<file path="config.mk">
export PLATFORM = sky130hd
export DESIGN_NAME = panel_cfg_spi
export DESIGN_NICKNAME = d
export VERILOG_FILES = /design/src/rtl/panel_cfg_spi.sv
export SDC_FILE = /design/constraint.sdc
export NUM_CORES = 1
export LEC_CHECK = 0
export BUFFER_PORTS_ARGS = -buffer_cell sky130_fd_sc_hd__buf_4
export CORE_ASPECT_RATIO = 1.4
export CORE_MARGIN = 3
export CORE_UTILIZATION = 52
export CTS_CLUSTER_DIAMETER = 50
export CTS_CLUSTER_SIZE = 10
export DETAILED_ROUTE_END_ITERATION = 10
export MAX_ROUTING_LAYER = met4
export PLACE_DENSITY = 0.77
export SYNTH_ARGS = -nofsm -noshare
export SYNTH_HDL_FRONTEND = slang
export SYNTH_SLANG_ARGS = --single-unit
</file>
<file path="constraint.sdc">
create_clock -name clk -period 2.2 [get_ports clk]
set_input_delay 0.11 -clock clk [delete_from_list [all_inputs] [get_ports clk]]
set_output_delay 0.11 -clock clk [all_outputs]
set_load 0.01 [all_outputs]
</file>
<file path="src/rtl/panel_cfg_spi.sv">
module panel_cfg_spi #(
  parameter int         GAMMA_N     = 8,
  parameter int         SYNC_STAGES = 2,
  parameter logic [7:0] ID_CODE     = 8'h96
) (
  input  logic                 clk,
  input  logic                 rst_n,
  input  logic                 spi_sclk,
  input  logic                 spi_csn,
  input  logic                 spi_mosi,
  output logic                 spi_miso,
  output logic                 soft_rst,
  output logic [7:0]           trim_amp,
  output logic [7:0]           trim_high,
  output logic [7:0]           trim_vreg,
  output logic                 scan_h_ltr,
  output logic                 scan_v_ttb,
  output logic [1:0]           video_std,
  output logic [3:0]           in_fmt,
  output logic                 in_disabled,
  output logic                 pwr_normal,
  output logic [4:0]           rail_en,
  output logic                 pwr_auto,
  output logic [5:0]           vbp,
  output logic [7:0]           hbp,
  output logic                 pol_dclk,
  output logic                 pol_hsync,
  output logic                 pol_vsync,
  output logic                 pol_de,
  output logic                 chroma_swap,
  output logic                 conv_formula,
  output logic                 data_invert,
  output logic [1:0]           sync_mode,
  output logic                 line_inv,
  output logic [8*GAMMA_N-1:0] gamma_cfg
);
  localparam logic [6:0] A_AMP  = 7'h01, A_HIGH = 7'h02, A_VREG = 7'h03, A_RST = 7'h04;
  localparam logic [6:0] A_ENTR = 7'h06, A_PWR  = 7'h07, A_VBP  = 7'h08, A_HBP = 7'h09;
  localparam logic [6:0] A_POL  = 7'h0A, A_IFC  = 7'h0B, A_GAM  = 7'h10;
  localparam logic [7:0] D_AMP = 8'h0F, D_HIGH = 8'h2E, D_VREG = 8'h12;
  localparam logic [7:0] D_ENTR = 8'h0F, D_PWR = 8'hFE, D_POL = 8'h09;
  localparam int         CW = 5;
  localparam logic [CW-1:0] LAST_BIT = CW'(15);
  localparam logic [CW-1:0] DONE_CNT = CW'(16);

  logic [SYNC_STAGES-1:0] cs_sh, ck_sh, mo_sh;
  logic ck_q;
  always_ff @(posedge clk or negedge rst_n)
    if (!rst_n) begin
      cs_sh <= '1; ck_sh <= '0; mo_sh <= '0; ck_q <= 1'b0;
    end else begin
      cs_sh <= {cs_sh[SYNC_STAGES-2:0], spi_csn};
      ck_sh <= {ck_sh[SYNC_STAGES-2:0], spi_sclk};
      mo_sh <= {mo_sh[SYNC_STAGES-2:0], spi_mosi};
      ck_q  <= ck_sh[SYNC_STAGES-1];
    end

  wire cs_act = !cs_sh[SYNC_STAGES-1];
  wire ck_s   = ck_sh[SYNC_STAGES-1];
  wire mo_s   = mo_sh[SYNC_STAGES-1];
  wire rise   = cs_act && ck_s && !ck_q;
  wire fall   = cs_act && !ck_s && ck_q;

  logic [CW-1:0] bit_cnt;
  logic [6:0]    shreg;
  logic [7:0]    addr, tx;
  wire  [7:0]    in_byte = {shreg, mo_s};

  logic [7:0] r_amp, r_high, r_vreg, r_entr, r_pwr, r_hbp, r_pol, r_ifc;
  logic [5:0] r_vbp;
  logic [7:0] r_gam [GAMMA_N];

  function automatic logic [7:0] rd_mux(input logic [6:0] a);
    logic [7:0] d;
    d = 8'h00;
    case (a)
      7'h00:  d = ID_CODE;
      A_AMP:  d = r_amp;
      A_HIGH: d = r_high;
      A_VREG: d = r_vreg;
      A_ENTR: d = r_entr;
      A_PWR:  d = r_pwr;
      A_VBP:  d = {2'b00, r_vbp};
      A_HBP:  d = r_hbp;
      A_POL:  d = r_pol;
      A_IFC:  d = r_ifc;
      default: d = 8'h00;
    endcase
    for (int i = 0; i < GAMMA_N; i++)
      if (a == A_GAM + 7'(i)) d = r_gam[i];
    return d;
  endfunction

  always_ff @(posedge clk or negedge rst_n)
    if (!rst_n) begin
      bit_cnt <= '0; shreg <= '0; addr <= '0; tx <= '0;
    end else if (!cs_act) begin
      bit_cnt <= '0; tx <= '0;
    end else begin
      if (rise && bit_cnt != DONE_CNT) begin
        shreg   <= in_byte[6:0];
        bit_cnt <= bit_cnt + 1'b1;
        if (bit_cnt == CW'(7)) begin
          addr <= in_byte;
          if (in_byte[7]) tx <= rd_mux(in_byte[6:0]);
        end
      end
      if (fall && bit_cnt >= CW'(9) && bit_cnt <= DONE_CNT)
        tx <= {tx[6:0], 1'b0};
    end

  assign spi_miso = cs_act && tx[7];

  wire wr_fire = rise && bit_cnt == LAST_BIT && !addr[7];
  wire [6:0] wa = addr[6:0];
  wire do_rst = wr_fire && wa == A_RST && !in_byte[0];

  always_ff @(posedge clk or negedge rst_n)
    if (!rst_n) begin
      r_amp <= D_AMP; r_high <= D_HIGH; r_vreg <= D_VREG; r_entr <= D_ENTR;
      r_pwr <= D_PWR; r_vbp <= '0; r_hbp <= '0; r_pol <= D_POL; r_ifc <= '0;
      soft_rst <= 1'b0;
    end else begin
      soft_rst <= do_rst;
      if (do_rst) begin
        r_amp <= D_AMP; r_high <= D_HIGH; r_vreg <= D_VREG; r_entr <= D_ENTR;
        r_pwr <= D_PWR; r_vbp <= '0; r_hbp <= '0; r_pol <= D_POL; r_ifc <= '0;
      end else if (wr_fire) begin
        case (wa)
          A_AMP:  r_amp  <= in_byte;
          A_HIGH: r_high <= in_byte;
          A_VREG: r_vreg <= in_byte;
          A_ENTR: r_entr <= in_byte;
          A_PWR:  r_pwr  <= in_byte;
          A_VBP:  r_vbp  <= in_byte[5:0];
          A_HBP:  r_hbp  <= in_byte;
          A_POL:  r_pol  <= in_byte;
          A_IFC:  r_ifc  <= in_byte;
          default: ;
        endcase
      end
    end

  for (genvar g = 0; g < GAMMA_N; g++) begin : g_gam
    always_ff @(posedge clk or negedge rst_n)
      if (!rst_n)                                     r_gam[g] <= '0;
      else if (do_rst)                                r_gam[g] <= '0;
      else if (wr_fire && wa == A_GAM + 7'(g))        r_gam[g] <= in_byte;
    assign gamma_cfg[8*g +: 8] = r_gam[g];
  end

  assign trim_amp     = r_amp;
  assign trim_high    = r_high;
  assign trim_vreg    = r_vreg;
  assign scan_h_ltr   = r_entr[0];
  assign scan_v_ttb   = r_entr[1];
  assign video_std    = r_entr[3:2];
  assign in_fmt       = r_entr[7:4];
  assign in_disabled  = in_fmt == 4'd4 || in_fmt == 4'd9 || in_fmt >= 4'd12;
  assign pwr_normal   = r_pwr[0];
  assign rail_en      = r_pwr[5:1];
  assign pwr_auto     = r_pwr[6];
  assign vbp          = r_vbp;
  assign hbp          = r_hbp;
  assign pol_dclk     = r_pol[0];
  assign pol_hsync    = r_pol[1];
  assign pol_vsync    = r_pol[2];
  assign pol_de       = r_pol[3];
  assign chroma_swap  = r_pol[4];
  assign conv_formula = r_pol[5];
  assign data_invert  = r_pol[6];
  assign sync_mode    = r_ifc[3:2];
  assign line_inv     = r_ifc[0];
endmodule

</file>
After elaboration in Yosys (flattened, before gate mapping) --
Index checks and enable logic that the tools add are counted. W data, S select, Z words.
Word-level totals: bits in registers 170, word-level logic and storage cells 192
Operators by class: add/sub/neg operators 1, $lt $le $gt $ge 3, equal/unequal tests 40, multiplexer cells 59, bitwise logic cells 1, reduce and logical (&&, ||, !) cells 62
Operators with widths (number):
- $mux W8 | 53
- $eq A7 B5 Y1 const B | 16
- $pmux W8 S10 | 1
- $eq A7 B4 Y1 const B | 8
- $reduce_bool A2 Y1 | 19
- $eq A7 B3 Y1 const B | 5
- $eq A7 B2 Y1 const B | 4
- $logic_and A1 B1 Y1 | 20
- $reduce_and A2 Y1 | 10
- $mux W6 | 3
- $eq A7 B1 Y1 const B | 2
- $mux W5 | 2
- $reduce_bool A3 Y1 | 3
- $logic_not A7 Y1 | 1
- $reduce_and A3 Y1 | 2
- $add A5 B1 Y5 const B | 1
- $eq A5 B3 Y1 const B | 1
- $eq A5 B4 Y1 const B | 1
- $ge A5 B4 Y1 const B | 1
- $le A5 B5 Y1 const B | 1
- $logic_not A1 Y1 | 5
- $ne A5 B5 Y1 const B | 1
- $eq A4 B3 Y1 const B | 1
- $eq A4 B4 Y1 const B | 1
- other kinds (3) | 4

Longest topological paths before layout --
Gate-level depths: netlist of the first run.
depth after elaboration 15, depth in mapped cells 11, mapped depth without buffers 9

Least setup slack after synthesis of the first run --
OpenSTA, ideal clock, no wires.
path type register to register, start register bit_cnt[0], end register r_gam (netlist bit gamma_cfg[10]), data arrival time 2260 ps, slack -182 ps, stages on the path, launching flop included 12, clock period less this slack 2382 ps, cells stage by stage dfrtp_1 ha_1 and3_1 ha_1 nor4b_1 nor3b_4 nand3b_2 buf_6 nor3b_2 buf_6 mux2i_1 nor2_2
On the way: cells in the longest elaborated chain, start to end 6, elaborated cells between the ends (all ways) 8, classes of those cells eq/ne (1); mux (1); reduce/logical (6)
Ends and longest elaborated chain:
- start: declaration | line 64 | logic [CW-1:0] bit_cnt;
- start signal: assignment | line 102 | bit_cnt <= bit_cnt + 1'b1;
- $eq A5 B4 Y1 * | line 114 | wire wr_fire = rise && bit_cnt == LAST_BIT && !addr[7];
- $logic_and A1 B1 Y1 * (2 in series) | line 114
- $logic_and A1 B1 Y1 (2 in series) | line 116 | wire do_rst = wr_fire && wa == A_RST && !in_byte[0];
- $mux W8 or $reduce_bool A2 Y1 (tied branches)
- end signal: indexed assignment | line 148 | else if (wr_fire && wa == A_GAM + 7'(g)) r_gam[g] <= in_byte;
- end: declaration | line 71 | logic [7:0] r_gam [GAMMA_N];
Mark *: on every way between the ends. The rest lies on a longest branch, timed or not. A chain may end at the register's enable or synchronous reset.

Final worst setup path of the first run --
start register bit_cnt[1], end register r_gam (netlist bit gamma_cfg[21])
Same word-level chain as after synthesis.

==> impl_metrics.toml, run 1 <==
[outcome]
status = "complete, but fails checks"
violations = "setup timing"

[routing]
vias = 9415
viasPerCell = 6.72
drtAntennaViolNets = 0
wl_um = 37600
drtIter0Drc = 1182
dr.pass1.iters = 6
drc_errors = 0
wire_per_inst_um = 26.8

[global_route]
grt_pass1_wl_um = 50300
grt.total_usage_pct = 36.6
gr-total-overflow = 0
grt_max_degree = 68
grt_pass1_vias = 8498
grt_antenna_before_repair = 0

[synth]
yosysWarnings = 0
synth.cell_area_mm2 = 0.00893
ys_seq_area_share_pct = 48.0
syn_inst = 934
synth.ff_latch_count = 170
syn_nets = 943
synth-edff-count = 0
synth.lib_cells_used.distinct = 84
synth-async-reset-ratio_pct = 100
avgSynthCellArea_um2 = 9.56
yosys_most_used_dff = "dfrtp_1"

[placed_design]
place.gp.congestion = 0.996
io_buffers = 134
hpwl_um = 23900
dp_cells = 1331
preCtsSetupSlack_ns = -0.155

[power_and_ir_drop]
power_density_mw_per_mm2 = 691
ir_worst_vdd_mv = 0.477
p_leak_nw = 6.15

[clocking]
clock-sinks = 170
cts_made_buffers = 17
cts_max_level = 4
clock_latency_ns = 0.44
clockBufferDepth = 2
clk_pin_slew_ns = 0.07
cts-root-buf = "clkbuf_16"
cts_tree = "built"

[timing]
finalSetupTns_ns = -22.20
fin_crit_ns = 2.48
hold_ws_ns = 0.189
rsz0062_at_grt = "true"
finalSetupViolCount = 139
clock_skew_ns = 0.00792
hold_viol = 0
worst_slew_pin_slew_ns = 0.617
maxSlewViolCount = 0
max_freq_mhz = 404
fin_crit_sh_pct = 113
relSlewSlack_pct = 58.8
setup_slack_ns = -0.278

[floorplanning]
coreArea_mm2 = 0.0168
io_pins = 135
initial_core_util_pct = 53.1
die_area_mm2 = 0.0188
die_w_um = 117
die-height_um = 161
row_count = 56

[worst_setup_path]
cp-start-kind = "flop"
r2r_cells = 11
cp-startpoint = "bit_cnt[1]"
timing.rr.start = "bit_cnt[1]"
crit_fanout = 4
crit_path_end_kind = "flop"
crit_required_ns = 2.53
path_class = "flop to flop"
crit_arrival_ns = 2.81

[cells_and_area]
nNetsFinal = 1195
area_growth_pct = 46.9
final_cell_mix = "buf_4 (263), dfrtp_1 (139), nand2_1 (96)"
fin_cells = 1402
fin_util_pct = 78.0
n_antenna_cell = 0
drive_gt1_share_pct = 47.6
layout_commonest_cell = "buf_4"

[hold_path]
hold_class = "input pin to asynchronous set/reset pin"

[flow_run]
cap_violations = 0
-- worst max-delay path: stages (launching register included) --
cell and delay [ns]:
dfrtp_1 0.36, ha_2 0.18, and3_4 0.18, ha_4 0.12, nor4b_4 0.20, nor3b_4 0.29, buf_4 0.17, nand3b_4 0.12
nor3b_4 0.27, buf_2 0.23, mux2i_1 0.20, nor2_1 0.06
-- path summary, 6_finish.rpt --
path / endpoint / slack [ns]
max: gamma_cfg[21] / -0.28
min: gamma_cfg[53] / 0.19
max reg2reg: gamma_cfg[21] / -0.28
min reg2reg: mo_sh[1] / 0.35
max in group asynchronous: r_entr[2] / 1.19
min in group clk: mo_sh[0] / 0.32
-- state kept, by name, summed over array words and instances, names as in the netlist --
name	cells
trim_amp	8
trim_high	8
gamma_cfg	64
bit_cnt	5
soft_rst	1
ck_q	1
shreg	7
cs_sh	2
r_pol	8
r_entr	8
hbp	8
addr	8
mo_sh	2
trim_vreg	8
tx	8
r_ifc	8
ck_sh	2
vbp	6
r_pwr	8
-- power breakdown --
group	switching [mW]	internal (mW)	leakage, nW
Sequential	0.112	3.19	2.26
Combinational	1.54	1.01	3.58
Clock	1.46	1.76	0.303
Total	3.11	5.96	6.15
-- stage by stage --
stage          area, um^2  total power, mW
5_1_grt             13100             9.27
2_1_floorplan        8980             4.34
3_5_place_dp        11100             5.40
6_report            13100             9.07
4_1_cts             11900             8.68
3_3_place_gp        11100             5.39
-- layout make-up --
| class | count | area [um^2] |
|---|---|---|
| well taps | 203 | 254 |
| flip-flops and latches | 170 | 4290 |
| repair inverters | 2 | 32.5 |
| repair buffers | 316 | 2870 |
| clock buffers | 18 | 439 |
| multi-input cells | 669 | 4990 |
| clock inverters | 14 | 173 |
| inverters | 10 | 63.8 |
| fillers | 1036 | 3700 |
-- routing by layer --
metal	part of all wire, %	vias to the layer above	track usage [%]	routed length, um
li1	-	3833	-	-
met1	34	4599	45.1	12900
met2	48	735	56.4	18100
met3	9.4	248	5.81	3550
met4	8.0	0	21.4	2990
met5	0	-	-	0
-- cell usage after synthesis (all sizes together), types with 3 or more instances --
cell     count  area share [%]
ha           4            0.56
nand3       56             3.2
or4          5            0.42
nand2      114             4.8
dfstp       25             7.4
nand4        5            0.35
mux2        13             1.6
and2         4            0.28
buf         54             3.7
and4         3            0.29
a31oi        7            0.49
a221o        3            0.34
inv          8            0.34
a211oi       9            0.76
nor2b       12            0.84
nand3b       3            0.43
o22ai        9            0.63
o311ai       3            0.29
o2111ai      3            0.29
nor2       105             4.7
clkbuf      32             1.3
and3         9            0.63
or3          4            0.34
o211ai      10            0.84
a22o         3            0.29
mux2i       82             9.2
nand2b       6            0.42
dfrtp      145              41
a211o        4            0.39
nor3b        5            0.66
o21ai       49             2.7
a21oi       71             4.0
a22oi        6            0.50
nor3        16             1.3
a32oi        4            0.39
-- cell families after synthesis --
logic type,share of synthesized area [%]
xor gates and xnor gates,0.294
muxes,11.1
DFF,48.0
adders and majority gates,0.560
buffers and inverters,5.49
AOI/OAI and AO/OA,14.1
and+or+nand+nor,20.5
-- timing repair --
| item | CTS | global route |
|---|---|---|
| hold endpoints to repair | 47 | 0 |
| setup endpoints to repair | 138 | 143 |
| hold buffers | 4 | 0 |
| buffers inserted | 7 | 15 |
| pin swaps | 6 | 55 |
| gates cloned | 1 | 16 |
| resized for setup | 31 | 233 |
Power figures use the tool's default switching activity.
==> run 2: changes to the inputs <==
--- a/config.mk
+++ b/config.mk
@@ -5,15 +5,16 @@
 export SDC_FILE = /design/constraint.sdc
 export NUM_CORES = 1
 export LEC_CHECK = 0
+export ABC_AREA = 1
 export BUFFER_PORTS_ARGS = -buffer_cell sky130_fd_sc_hd__buf_4
 export CORE_ASPECT_RATIO = 1.4
 export CORE_MARGIN = 3
-export CORE_UTILIZATION = 52
+export CORE_UTILIZATION = 51
 export CTS_CLUSTER_DIAMETER = 50
 export CTS_CLUSTER_SIZE = 10
 export DETAILED_ROUTE_END_ITERATION = 10
 export MAX_ROUTING_LAYER = met4
-export PLACE_DENSITY = 0.77
+export PLACE_DENSITY = 0.76
 export SYNTH_ARGS = -nofsm -noshare
 export SYNTH_HDL_FRONTEND = slang
 export SYNTH_SLANG_ARGS = --single-unit
==> constraint.sdc (replaced) <==
create_clock -name clk -period 2.2 [get_ports clk]
set_input_delay 0.22 -clock clk [delete_from_list [all_inputs] [get_ports clk]]
set_output_delay 0.22 -clock clk [all_outputs]
set_load 0.01 [all_outputs]
==> run 2 against run 1 <==
Compared with the run above: the run still ends with setup timing left; highest routed layer unchanged; final cell count increased by 3.9%; hold slack improved by 0.13 ns; critical path depth increased by 2; non-clock buffer count decreased by 72; largest power group unchanged; sequential cell count unchanged; via count decreased by 14%.
==> impl_metrics.toml, run 2 <==
[synth]
ys_seq_area_share_pct = 52.3
ys_top_cells_by_count = "nand2_1 (309), dfrtp_1 (145), inv_1 (102)"
synth.cell_area_mm2 = 0.00820
synth.lib_cells_used.distinct = 37
avgSynthCellArea_um2 = 8.05
yosysMostFrequentCell = "nand2_1"
synthTopCellsByArea = "dfrtp_1 (44%), nand2_1 (14%), dfstp_2 (8.0%)"
synth_top_area_share_pct = 44.2
yosys.area.top_type = "dfrtp_1"
yosysWarnings = 0
yosys_most_used_dff = "dfrtp_1"
synth.ff_latch_count = 170
synth-edff-count = 0
syn_inst = 1019
synth-async-reset-ratio_pct = 100
syn_nets = 1028

[floorplanning]
row_count = 54
die_w_um = 113
die_area_mm2 = 0.0177
io_pins = 135
coreArea_mm2 = 0.0157
die-height_um = 156
initial_core_util_pct = 52.3

[clocking]
cts_tree = "built"
clk_pin_slew_ns = 0.07
clock_latency_ns = 0.43
clockBufferDepth = 2
cts_max_level = 4
clock-sinks = 170
cts_made_buffers = 17
cts-root-buf = "clkbuf_16"

[placed_design]
place.gp.congestion = 0.989
hpwl_um = 20000
io_buffers = 134

[worst_setup_path]
crit_fanout = 7
crit_arrival_ns = 2.53
crit_required_ns = 2.52
cp-start-kind = "flop"
crit_path_end_kind = "flop"
path_class = "flop to flop"

[outcome]
violations = "setup timing"
status = "complete, but fails checks"

[global_route]
grt_antenna_before_repair = 0
gr-total-overflow = 0
grt_max_degree = 62
grt_pass1_vias = 7853
grt_pass1_wl_um = 42000
grt.total_usage_pct = 32.0

[routing]
drc_errors = 0
vias = 8056
wire_per_inst_um = 18.7
drtIter0Drc = 736
viasPerCell = 5.53
wl_um = 27200
drtAntennaViolNets = 0
dr.pass1.iters = 5

[timing]
rsz0062_at_grt = "true"
hold_ws_ns = 0.318
setup_slack_ns = -0.00448
relSlewSlack_pct = 58.5
maxSlewViolCount = 0
fin_crit_ns = 2.20
clock_skew_ns = 0.00904
fin_crit_sh_pct = 100
worst_slew_pin_slew_ns = 0.621
finalSetupViolCount = 1
hold_viol = 0
max_freq_mhz = 454

[cells_and_area]
area_growth_pct = 35.0
largest_reg_flops = 64
final_cell_mix = "nand2_1 (295), buf_4 (224), dfrtp_1 (143)"
n_antenna_cell = 0
drive_gt1_share_pct = 31.6
nNetsFinal = 1257
layout_commonest_cell = "nand2_1"

[power_and_ir_drop]
p_leak_nw = 5.55
power_density_mw_per_mm2 = 665
ir_worst_vdd_mv = 0.555
power_mw = 7.36

[hold_path]
hold_class = "input pin to asynchronous set/reset pin"

[flow_run]
cap_violations = 0
==> run 2: changes by cell type in the layout (fill, tap and decap cells not counted), sizes merged, moves of 12 or more <==
cell,before,now
a21oi,71,12
buf,303,239
inv,18,116
mux2,13,0
mux2i,82,0
nand2,114,316
nand3,56,78
nor2b,12,0
o21ai,49,142
==> run 2: cells by family (layout without fill, tap and decap cells) <==
| group | Yosys count | count (layout) | synth area share [%] |
|---|---|---|---|
| buffers and inverters | 150 | 391 | 8.04 |
| adder cells (fa/ha/maj) | 4 | 4 | 0.610 |
| AND/OR/NAND/NOR | 522 | 522 | 27.4 |
| AO/OA/AOI/OAI | 173 | 173 | 11.7 |
| flip-flops | 170 | 170 | 52.3 |
==> run 2: timing repair <==
item                                    in CTS  in global routing
gates resized for setup                      7                 79
setup buffers                                2                  9
pin swaps                                    0                  9
endpoints found under the setup margin      74                 98
hold endpoints to repair                    53                  0
gates cloned                                 0                  4
hold buffers                                 4                  0
==> run 2: final timing paths <==
path,startpoint,endpoint,slack (ns),depth (start not counted)
setup reg to reg,bit_cnt[1],gamma_cfg[58],-0.004,13
setup / recovery,bit_cnt[1],gamma_cfg[58],-0.004,13
max in group asynchronous,rst_n,trim_high[2],1.11,3
hold reg to reg,ck_sh[0],ck_sh[1],0.35,0
min in group clk,ck_sh[0],ck_sh[1],0.35,0
hold / removal,rst_n,gamma_cfg[47],0.32,2
==> run 2: where the power goes <==
group	internal, mW	switching, mW	leakage (nW)
Clock	1.56	1.27	0.266
Sequential	3.18	0.0380	2.26
Combinational	0.511	0.817	3.02
Total	5.24	2.12	5.55
==> run 2: area by class of cell <==
class | count | area [um^2]
clock buffer | 17 | 425
timing repair buffer | 244 | 2000
clock inverter | 14 | 121
tap | 196 | 245
fill | 1281 | 4600
inverter | 114 | 448
sequential | 170 | 4290
timing repair inverter | 2 | 15.0
multi-input combinational | 699 | 3530
==> run 2: per-layer routing <==
layer / part of all wire, % / global-route usage [%]
met1: 37 / 37.1
met2: 50 / 53.0
met3: 6.4 / 4.70
met4: 6.2 / 18.0
met5: 0 / -
==> run 2: per-stage QoR <==
step                      instance area, um^2  cells  TNS (ns)  utilization (%)  worst slack [ns]
after global placement                  10000   1407     -1.96             64.1            -0.137
after detailed placement                10000   1407     -2.70             64.1            -0.165
after global routing                    11100   1456     -3.22             70.6            -0.113
after CTS                               10700   1444         0             68.2           0.00558
after floorplan                          8200   1019         0                -             0.157
final                                   11100   1456  -0.00448             70.6          -0.00448
==> run 2: worst max-delay path, stage by stage (launching register included) <==
cell        delay [ns]
dfrtp_1           0.35
ha_2              0.19
nand2_2           0.07
nor2_2            0.11
ha_2              0.20
nand3_4           0.14
nor4_4            0.31
inv_2             0.08
buf_6             0.16
nand2_4           0.08
clkinvlp_4        0.13
buf_12            0.17
nand2_4           0.06
o21ai_2           0.05
